==> config.mk <==
export PLATFORM = sky130hd
export DESIGN_NAME = pwrdn_ctrl
export DESIGN_NICKNAME = d
export VERILOG_FILES = /design/src/rtl/pwrdn_pkg.sv /design/src/rtl/pwrdn_rst_sync.sv /design/src/rtl/pwrdn_wake.sv /design/src/rtl/pwrdn_relock.sv /design/src/rtl/pwrdn_gates.sv /design/src/rtl/pwrdn_ctrl.sv
export SDC_FILE = /design/constraint.sdc
export NUM_CORES = 1
export LEC_CHECK = 0
export ABC_AREA = 1
export BUFFER_PORTS_ARGS = -buffer_cell sky130_fd_sc_hd__buf_2
export CAP_MARGIN = 20
export CELL_PAD_IN_SITES_DETAIL_PLACEMENT = 0
export CELL_PAD_IN_SITES_GLOBAL_PLACEMENT = 1
export CORE_ASPECT_RATIO = 0.9
export CORE_MARGIN = 4
export CORE_UTILIZATION = 27
export CTS_CLUSTER_SIZE = 10
export DETAILED_ROUTE_END_ITERATION = 6
export HOLD_SLACK_MARGIN = 0.08
export PLACE_DENSITY_LB_ADDON = 0.2
export SYNTH_ARGS = -nofsm -noshare
export SYNTH_HDL_FRONTEND = slang
export SYNTH_SLANG_ARGS = --single-unit
==> constraint.sdc <==
create_clock -name clk -period 1.1 [get_ports clk]
set_clock_uncertainty 0.2 [all_clocks]
set_input_delay 0.055 -clock clk [delete_from_list [all_inputs] [get_ports clk]]
set_output_delay 0.055 -clock clk [all_outputs]
set_load 0.05 [all_outputs]
==> src/rtl/pwrdn_pkg.sv <==
package pwrdn_pkg;

  localparam int MODE_W   = 6;
  localparam int MODE_LSB = 10;

  localparam logic [MODE_W-1:0] CODE_NONE     = 6'h00;
  localparam logic [MODE_W-1:0] CODE_LS_EN    = 6'h09;
  localparam logic [MODE_W-1:0] CODE_LS_ANY   = 6'h11;
  localparam logic [MODE_W-1:0] CODE_DEEP_OUT = 6'h1A;
  localparam logic [MODE_W-1:0] CODE_DEEP_REF = 6'h1C;

  typedef enum logic [2:0] {
    ST_RELOCK   = 3'd0,
    ST_RUN      = 3'd1,
    ST_LS_EN    = 3'd2,
    ST_LS_ANY   = 3'd3,
    ST_DEEP_OUT = 3'd4,
    ST_DEEP_REF = 3'd5
  } pd_state_e;

  typedef struct packed {
    logic cpu;
    logic irq;
    logic dma;
    logic pll_out;
    logic pll_ref;
    logic rel;
    logic hold;
  } gate_t;

  function automatic pd_state_e code_to_state(input logic [MODE_W-1:0] code);
    case (code)
      CODE_LS_EN:    return ST_LS_EN;
      CODE_LS_ANY:   return ST_LS_ANY;
      CODE_DEEP_OUT: return ST_DEEP_OUT;
      CODE_DEEP_REF: return ST_DEEP_REF;
      default:       return ST_RUN;
    endcase
  endfunction

  function automatic logic is_sleep(input pd_state_e s);
    return (s == ST_LS_EN) || (s == ST_LS_ANY) ||
           (s == ST_DEEP_OUT) || (s == ST_DEEP_REF);
  endfunction

endpackage

==> src/rtl/pwrdn_rst_sync.sv <==
module pwrdn_rst_sync #(
  parameter int STAGES = 2
) (
  input  logic clk,
  input  logic rst_n,
  output logic rst_n_sync
);

  logic [STAGES-1:0] sync_q;
  logic [STAGES-1:0] sync_d;

  always_comb begin
    sync_d = {sync_q[STAGES-2:0], 1'b1};
  end

  always_ff @(posedge clk or negedge rst_n) begin
    if (!rst_n) sync_q <= '0;
    else        sync_q <= sync_d;
  end

  assign rst_n_sync = sync_q[STAGES-1];

endmodule

==> src/rtl/pwrdn_wake.sv <==
module pwrdn_wake #(
  parameter int IRQ_W = 16
) (
  input  logic [IRQ_W-1:0] irq_pend,
  input  logic [IRQ_W-1:0] irq_en,
  output logic             any_pend,
  output logic             en_pend
);

  logic [IRQ_W-1:0] masked;

  for (genvar i = 0; i < IRQ_W; i++) begin : g_mask
    assign masked[i] = irq_pend[i] & irq_en[i];
  end

  assign any_pend = |irq_pend;
  assign en_pend  = |masked;

endmodule

==> src/rtl/pwrdn_relock.sv <==
module pwrdn_relock #(
  parameter int RELOCK_W = 12
) (
  input  logic                clk,
  input  logic                rst_n,
  input  logic                active,
  input  logic [RELOCK_W-1:0] limit,
  output logic                done
);

  logic [RELOCK_W-1:0] cnt_q;
  logic [RELOCK_W-1:0] cnt_d;
  logic                cnt_ce;

  always_comb begin
    cnt_ce = active && (cnt_q != limit);
    cnt_d  = cnt_q + 1'b1;
  end

  always_ff @(posedge clk or negedge rst_n) begin
    if (!rst_n)      cnt_q <= '0;
    else if (cnt_ce) cnt_q <= cnt_d;
  end

  assign done = active && (cnt_q == limit);

  AST_RELOCK_BOUND: assert property (@(posedge clk) disable iff (!rst_n)
    active |-> (cnt_q <= limit)) else $error("relock count passed limit");

endmodule

==> src/rtl/pwrdn_gates.sv <==
module pwrdn_gates
  import pwrdn_pkg::*;
(
  input  pd_state_e state,
  output gate_t     gates
);

  always_comb begin
    gates = '0;
    case (state)
      ST_RELOCK: begin
        gates.pll_ref = 1'b1;
      end
      ST_RUN: begin
        gates = '1;
        gates.hold = 1'b0;
      end
      ST_LS_EN, ST_LS_ANY: begin
        gates.irq     = 1'b1;
        gates.dma     = 1'b1;
        gates.pll_out = 1'b1;
        gates.pll_ref = 1'b1;
        gates.rel     = 1'b1;
      end
      ST_DEEP_OUT: begin
        gates.pll_ref = 1'b1;
        gates.rel     = 1'b1;
        gates.hold    = 1'b1;
      end
      ST_DEEP_REF: begin
        gates.rel     = 1'b1;
        gates.hold    = 1'b1;
      end
      default: gates = '0;
    endcase
  end

endmodule

==> src/rtl/pwrdn_ctrl.sv <==
module pwrdn_ctrl
  import pwrdn_pkg::*;
#(
  parameter int IRQ_W    = 16,
  parameter int RELOCK_W = 12
) (
  input  logic                clk,
  input  logic                rst_n,
  input  logic                csr_wr,
  input  logic [31:0]         csr_wdata,
  input  logic [RELOCK_W-1:0] relock_cycles,
  input  logic [IRQ_W-1:0]    irq_pend,
  input  logic [IRQ_W-1:0]    irq_en,
  output logic [5:0]          mode_rd,
  output logic                cpu_clk_en,
  output logic                irq_clk_en,
  output logic                dma_clk_en,
  output logic                pll_out_en,
  output logic                pll_ref_en,
  output logic                clk_rel,
  output logic                io_hold
);

  localparam int MODE_MSB = MODE_LSB + MODE_W - 1;

  logic              rst_int_n;
  logic              any_pend;
  logic              en_pend;
  logic              relock_done;
  pd_state_e         st_q, st_d;
  logic [MODE_W-1:0] mode_q, mode_d;
  logic              st_ce, mode_ce;
  logic [MODE_W-1:0] wr_field;
  gate_t             gates;

  pwrdn_rst_sync #(.STAGES(2)) u_rst_sync (
    .clk        (clk),
    .rst_n      (rst_n),
    .rst_n_sync (rst_int_n)
  );

  pwrdn_wake #(.IRQ_W(IRQ_W)) u_wake (
    .irq_pend (irq_pend),
    .irq_en   (irq_en),
    .any_pend (any_pend),
    .en_pend  (en_pend)
  );

  pwrdn_relock #(.RELOCK_W(RELOCK_W)) u_relock (
    .clk    (clk),
    .rst_n  (rst_int_n),
    .active (st_q == ST_RELOCK),
    .limit  (relock_cycles),
    .done   (relock_done)
  );

  assign wr_field = csr_wdata[MODE_MSB:MODE_LSB];

  // next-state logic
  always_comb begin
    st_d   = st_q;
    mode_d = mode_q;
    case (st_q)
      ST_RELOCK: begin
        if (relock_done) st_d = ST_RUN;
      end
      ST_RUN: begin
        if (csr_wr) begin
          mode_d = wr_field;
          st_d   = code_to_state(wr_field);
        end
      end
      ST_LS_EN: begin
        if (en_pend) begin
          st_d   = ST_RUN;
          mode_d = CODE_NONE;
        end
      end
      ST_LS_ANY: begin
        if (any_pend) begin
          st_d   = ST_RUN;
          mode_d = CODE_NONE;
        end
      end
      default: begin
        st_d   = st_q;
        mode_d = mode_q;
      end
    endcase
    st_ce   = (st_d != st_q);
    mode_ce = (mode_d != mode_q);
  end

  // state registers
  always_ff @(posedge clk or negedge rst_int_n) begin
    if (!rst_int_n)  st_q <= ST_RELOCK;
    else if (st_ce)  st_q <= st_d;
  end

  always_ff @(posedge clk or negedge rst_int_n) begin
    if (!rst_int_n)   mode_q <= CODE_NONE;
    else if (mode_ce) mode_q <= mode_d;
  end

  pwrdn_gates u_gates (
    .state (st_q),
    .gates (gates)
  );

  assign mode_rd    = mode_q;
  assign cpu_clk_en = gates.cpu;
  assign irq_clk_en = gates.irq;
  assign dma_clk_en = gates.dma;
  assign pll_out_en = gates.pll_out;
  assign pll_ref_en = gates.pll_ref;
  assign clk_rel    = gates.rel;
  assign io_hold    = gates.hold;

  AST_REL_ONLY_AFTER_WAIT: assert property (@(posedge clk) disable iff (!rst_int_n)
    (st_q == ST_RELOCK) |-> (!clk_rel && !cpu_clk_en && mode_q == CODE_NONE)) else $error("clock released during relock");

  AST_UNDEF_STAYS_RUN: assert property (@(posedge clk) disable iff (!rst_int_n)
    (st_q == ST_RUN && csr_wr && code_to_state(wr_field) == ST_RUN) |=> (st_q == ST_RUN && cpu_clk_en)) else $error("undefined code slept");

  AST_LS_EN_WAKE: assert property (@(posedge clk) disable iff (!rst_int_n)
    (st_q == ST_LS_EN && en_pend) |=> (st_q == ST_RUN && mode_q == CODE_NONE)) else $error("enabled wake missed");

  AST_LS_EN_HOLD: assert property (@(posedge clk) disable iff (!rst_int_n)
    (st_q == ST_LS_EN && !en_pend) |=> (st_q == ST_LS_EN)) else $error("woke without enabled irq");

  AST_LS_ANY_WAKE: assert property (@(posedge clk) disable iff (!rst_int_n)
    (st_q == ST_LS_ANY && any_pend) |=> (st_q == ST_RUN && cpu_clk_en)) else $error("any-wake missed");

  AST_LS_TRANSFERS_ON: assert property (@(posedge clk) disable iff (!rst_int_n)
    (st_q == ST_LS_EN || st_q == ST_LS_ANY) |-> (dma_clk_en && irq_clk_en && !cpu_clk_en)) else $error("light sleep gating");

  AST_DEEP_STICKY: assert property (@(posedge clk) disable iff (!rst_int_n)
    (st_q == ST_DEEP_OUT || st_q == ST_DEEP_REF) |=> ($stable(st_q) && $stable(mode_q))) else $error("deep mode left");

  AST_SLEEP_WRITE_IGNORED: assert property (@(posedge clk) disable iff (!rst_int_n)
    (is_sleep(st_q) && csr_wr && !any_pend) |=> $stable(mode_q)) else $error("write in sleep");

  AST_REF_OFF_DEEPEST: assert property (@(posedge clk) disable iff (!rst_int_n)
    !pll_ref_en |-> (st_q == ST_DEEP_REF)) else $error("reference off outside deepest");

  AST_HOLD_DEEP: assert property (@(posedge clk) disable iff (!rst_int_n)
    io_hold |-> (!cpu_clk_en && !dma_clk_en && !pll_out_en)) else $error("hold with clocks");

endmodule

==> run metrics <==
outcome complete, but fails checks; violated checks hold timing, setup timing; IO Port Bufs 65; maximum clock rate 630 MHz; Post-synth ARST share 1.00; fin cells 525; crit path DAT 1.60 ns; Die ar. 8380 um2; Nets 516; Int Pwr 1.25 mW; logic gate share of total power 0.173; antenna violations before repair 0; crit end category register; synthesized area 1880 um2; Final period util 1.44; Core Rows 28; core footprint 6690 um2; Pre-Repair DR Iteration Count 4; Clock power frac 0.328; Distinct cells, synth 24; Seq/Total Area, Yosys 0.306; commonest cells in the netlist nand2_1, nor2_1, nand3_1, inv_1, dfrtp_1; pin count of the biggest net entering global routing 15; FF+latch count, synth 23; met3 Use GR 0.0173; via count 2,321; clock sinks 23; starting density of the core 0.281; IO Pins 92; CTS tree built; Clk pin slew, worst setup/hold paths 0.09 ns; Final WS setup -0.488 ns; post-synth top area share 0.306; Mapped Cells 307; grt total ovfl 0; YS warnings 0; VDD IR max 0.000536 V; clk_lat worst skew 0.27 ns; Startpoint Class register; root cell of the clock tree clkbuf_8; RSZ-0062 raised after global routing true; Pwr Density 542 nW/um2; DRT antenna net count 0; first-pass GRT wire length 9840 um; worst hold slack -0.0190 ns; Leak Pwr 1.56 nW; routed wire length 6180 um; layout cells sized above 1 0.418; Critical Path Fanout Max 8; Final GP Congestion 0.789; hpwl dp 4620 um; dominant synthesized flop cell dfrtp_1; sequential share of power 0.499; Net Sw Power 452 uW; Via-to-Cell Ratio 4.42; Die X 96.0 um; syn nets 387; vias in the first global route 2,185; final hold vios 9; synthesized area per cell 6.13 um2; most common cell in the synthesized netlist nand2_1; Die H 87.2 um; ordered cell list for the critical path inv_1, nand2_1, nand2_1, nand2_2, nor2_4, nand3_4, nand2_4, nand2_1, nand2_1; Fillers 707; CP max stage delay 0.40 ns; Post-synth EDFFs 0; Most Crowded Layer GR met2; Area Overhead vs Synth 67.0%; leading post-synthesis cells by cell area dfrtp_1, nand2_1, nand3_1, nor2_1, nand4_1; # placed instances 499; Yosys top cell by area dfrtp_1; Most Frequent Cell on Critical Path nand2_1; critical path type register to register; global routing met1 resource utilization 0.207; Pwr Total 1.70 mW; worst path required time 1.11 ns; Inserted Clock Buffers 3; CTS H-tree lvls 1; storage element area 583 um2; Post-route DRC 0; antenna cell count 0; max-cap violations 0; worst min path class register to async pin; Crit-path slowest cell dfrtp_1; Final min period 1.59 ns; WL/cell 11.8 um; hold_buf cts 3; Total GRT Usage 0.147; M2 GR Usage 0.243; Max Slew Vio Count 0; area occupied by multi-input gates 1310 um2; Max clock buf depth 2; # setup viols final 34; DRT iter0 DRCs 100; Net Sw Frac 0.265
worst max-delay path: cells and delay by family, from the launching register on:
family,cells,cell delay [ns]
DFF,1,0.40
and+or+nand+nor,8,0.85
buffers and inverters,1,0.08
layer usage:
metal | wire [um] | vias to the layer above
met2 | 2780 | 54
met1 | 3080 | 1035
met3 | 306 | 2
met4 | 17 | 0
met5 | 0 | -
li1 | - | 1230
final timing paths:
check                                           from                   end  slack (ns)  depth (start not counted)
worst max register to register    u_relock.cnt_q[10]    u_relock.cnt_q[11]       -0.49                          9
min in group clk                       csr_wdata[13]               st_q[2]       -0.01                          5
worst min register to register  u_rst_sync.sync_q[1]            mode_rd[2]       -0.02                          1
worst min-delay path            u_rst_sync.sync_q[1]            mode_rd[2]       -0.02                          1
max in group asynchronous                      rst_n  u_rst_sync.sync_q[1]        0.17                          3
worst max-delay path              u_relock.cnt_q[10]    u_relock.cnt_q[11]       -0.49                          9
flip-flops by register name (all words and copies together) (netlist names):
signal / cells
u_relock.cnt_q: 12
st_q: 3
u_rst_sync.sync_q: 2
mode_rd: 6
power by group through the flow:
stage                     sequential, mW  clock [mW]  combinational, mW
after floorplan                    0.877           0              0.108
after global placement             0.866           0              0.274
after detailed placement           0.867           0              0.277
after CTS                          0.850       0.589              0.292
after global routing               0.850       0.615              0.336
final                              0.850       0.559              0.294
through the flow:
stage	utilization	hold slack, ns	TNS [ns]	cell area [um2]	setup slack [ns]
3_5_place_dp	0.401	-0.356	-10.96	2690	-0.517
5_1_grt	0.470	-0.00773	-13.82	3140	-0.587
3_3_place_gp	0.401	-0.359	-10.11	2690	-0.475
6_report	0.470	-0.0190	-11.35	3140	-0.488
2_1_floorplan	-	-0.441	-7.89	1980	-0.358
4_1_cts	0.456	-0.0185	-11.55	3050	-0.467
cell usage in the layout, fill, tap and decap left out, types with 3 or more instances in the layout:
| cell type | count |
|---|---|
| clkbuf_8 | 3 |
| dfrtp_1 | 17 |
| xnor2_1 | 5 |
| nand2_2 | 13 |
| inv_1 | 19 |
| nand4_1 | 18 |
| nand3_1 | 26 |
| buf_8 | 5 |
| buf_2 | 52 |
| inv_2 | 6 |
| nand3_2 | 3 |
| buf_6 | 18 |
| dfrtp_2 | 6 |
| nor2_4 | 8 |
| xor2_1 | 5 |
| nor2_2 | 3 |
| nor2_1 | 30 |
| o21ai_0 | 5 |
| buf_4 | 51 |
| nand2_1 | 122 |
| dlygate4sd3_1 | 3 |
cells by family after synthesis:
group	after synthesis	share of synthesized area
flip-flops	23	0.306
adder cells (fa/ha/maj)	1	0.00664
other	1	0.00199
AND/OR/NAND/NOR	228	0.530
XOR/XNOR	11	0.0512
AO/OA/AOI/OAI	7	0.0193
buffers and inverters	36	0.0850
what timing repair did:
action	in CTS	in global routing
setup buffers	15	2
gates resized for setup	49	23
endpoints found under the setup margin	34	34
hold endpoints to repair	30	25
cloned	1	1
pin swaps	5	11
cell type report:
cell class                      count  area share
Multi-Input combinational cell    250       0.417
Inverter                           28      0.0370
Sequential cell                    23       0.185
Tap cell                           90      0.0358
Clock inverter                      1     0.00239
Clock buffer                        3      0.0131
Timing Repair Buffer              130       0.309
No activity file was read; power rests on OpenSTA's default activity.
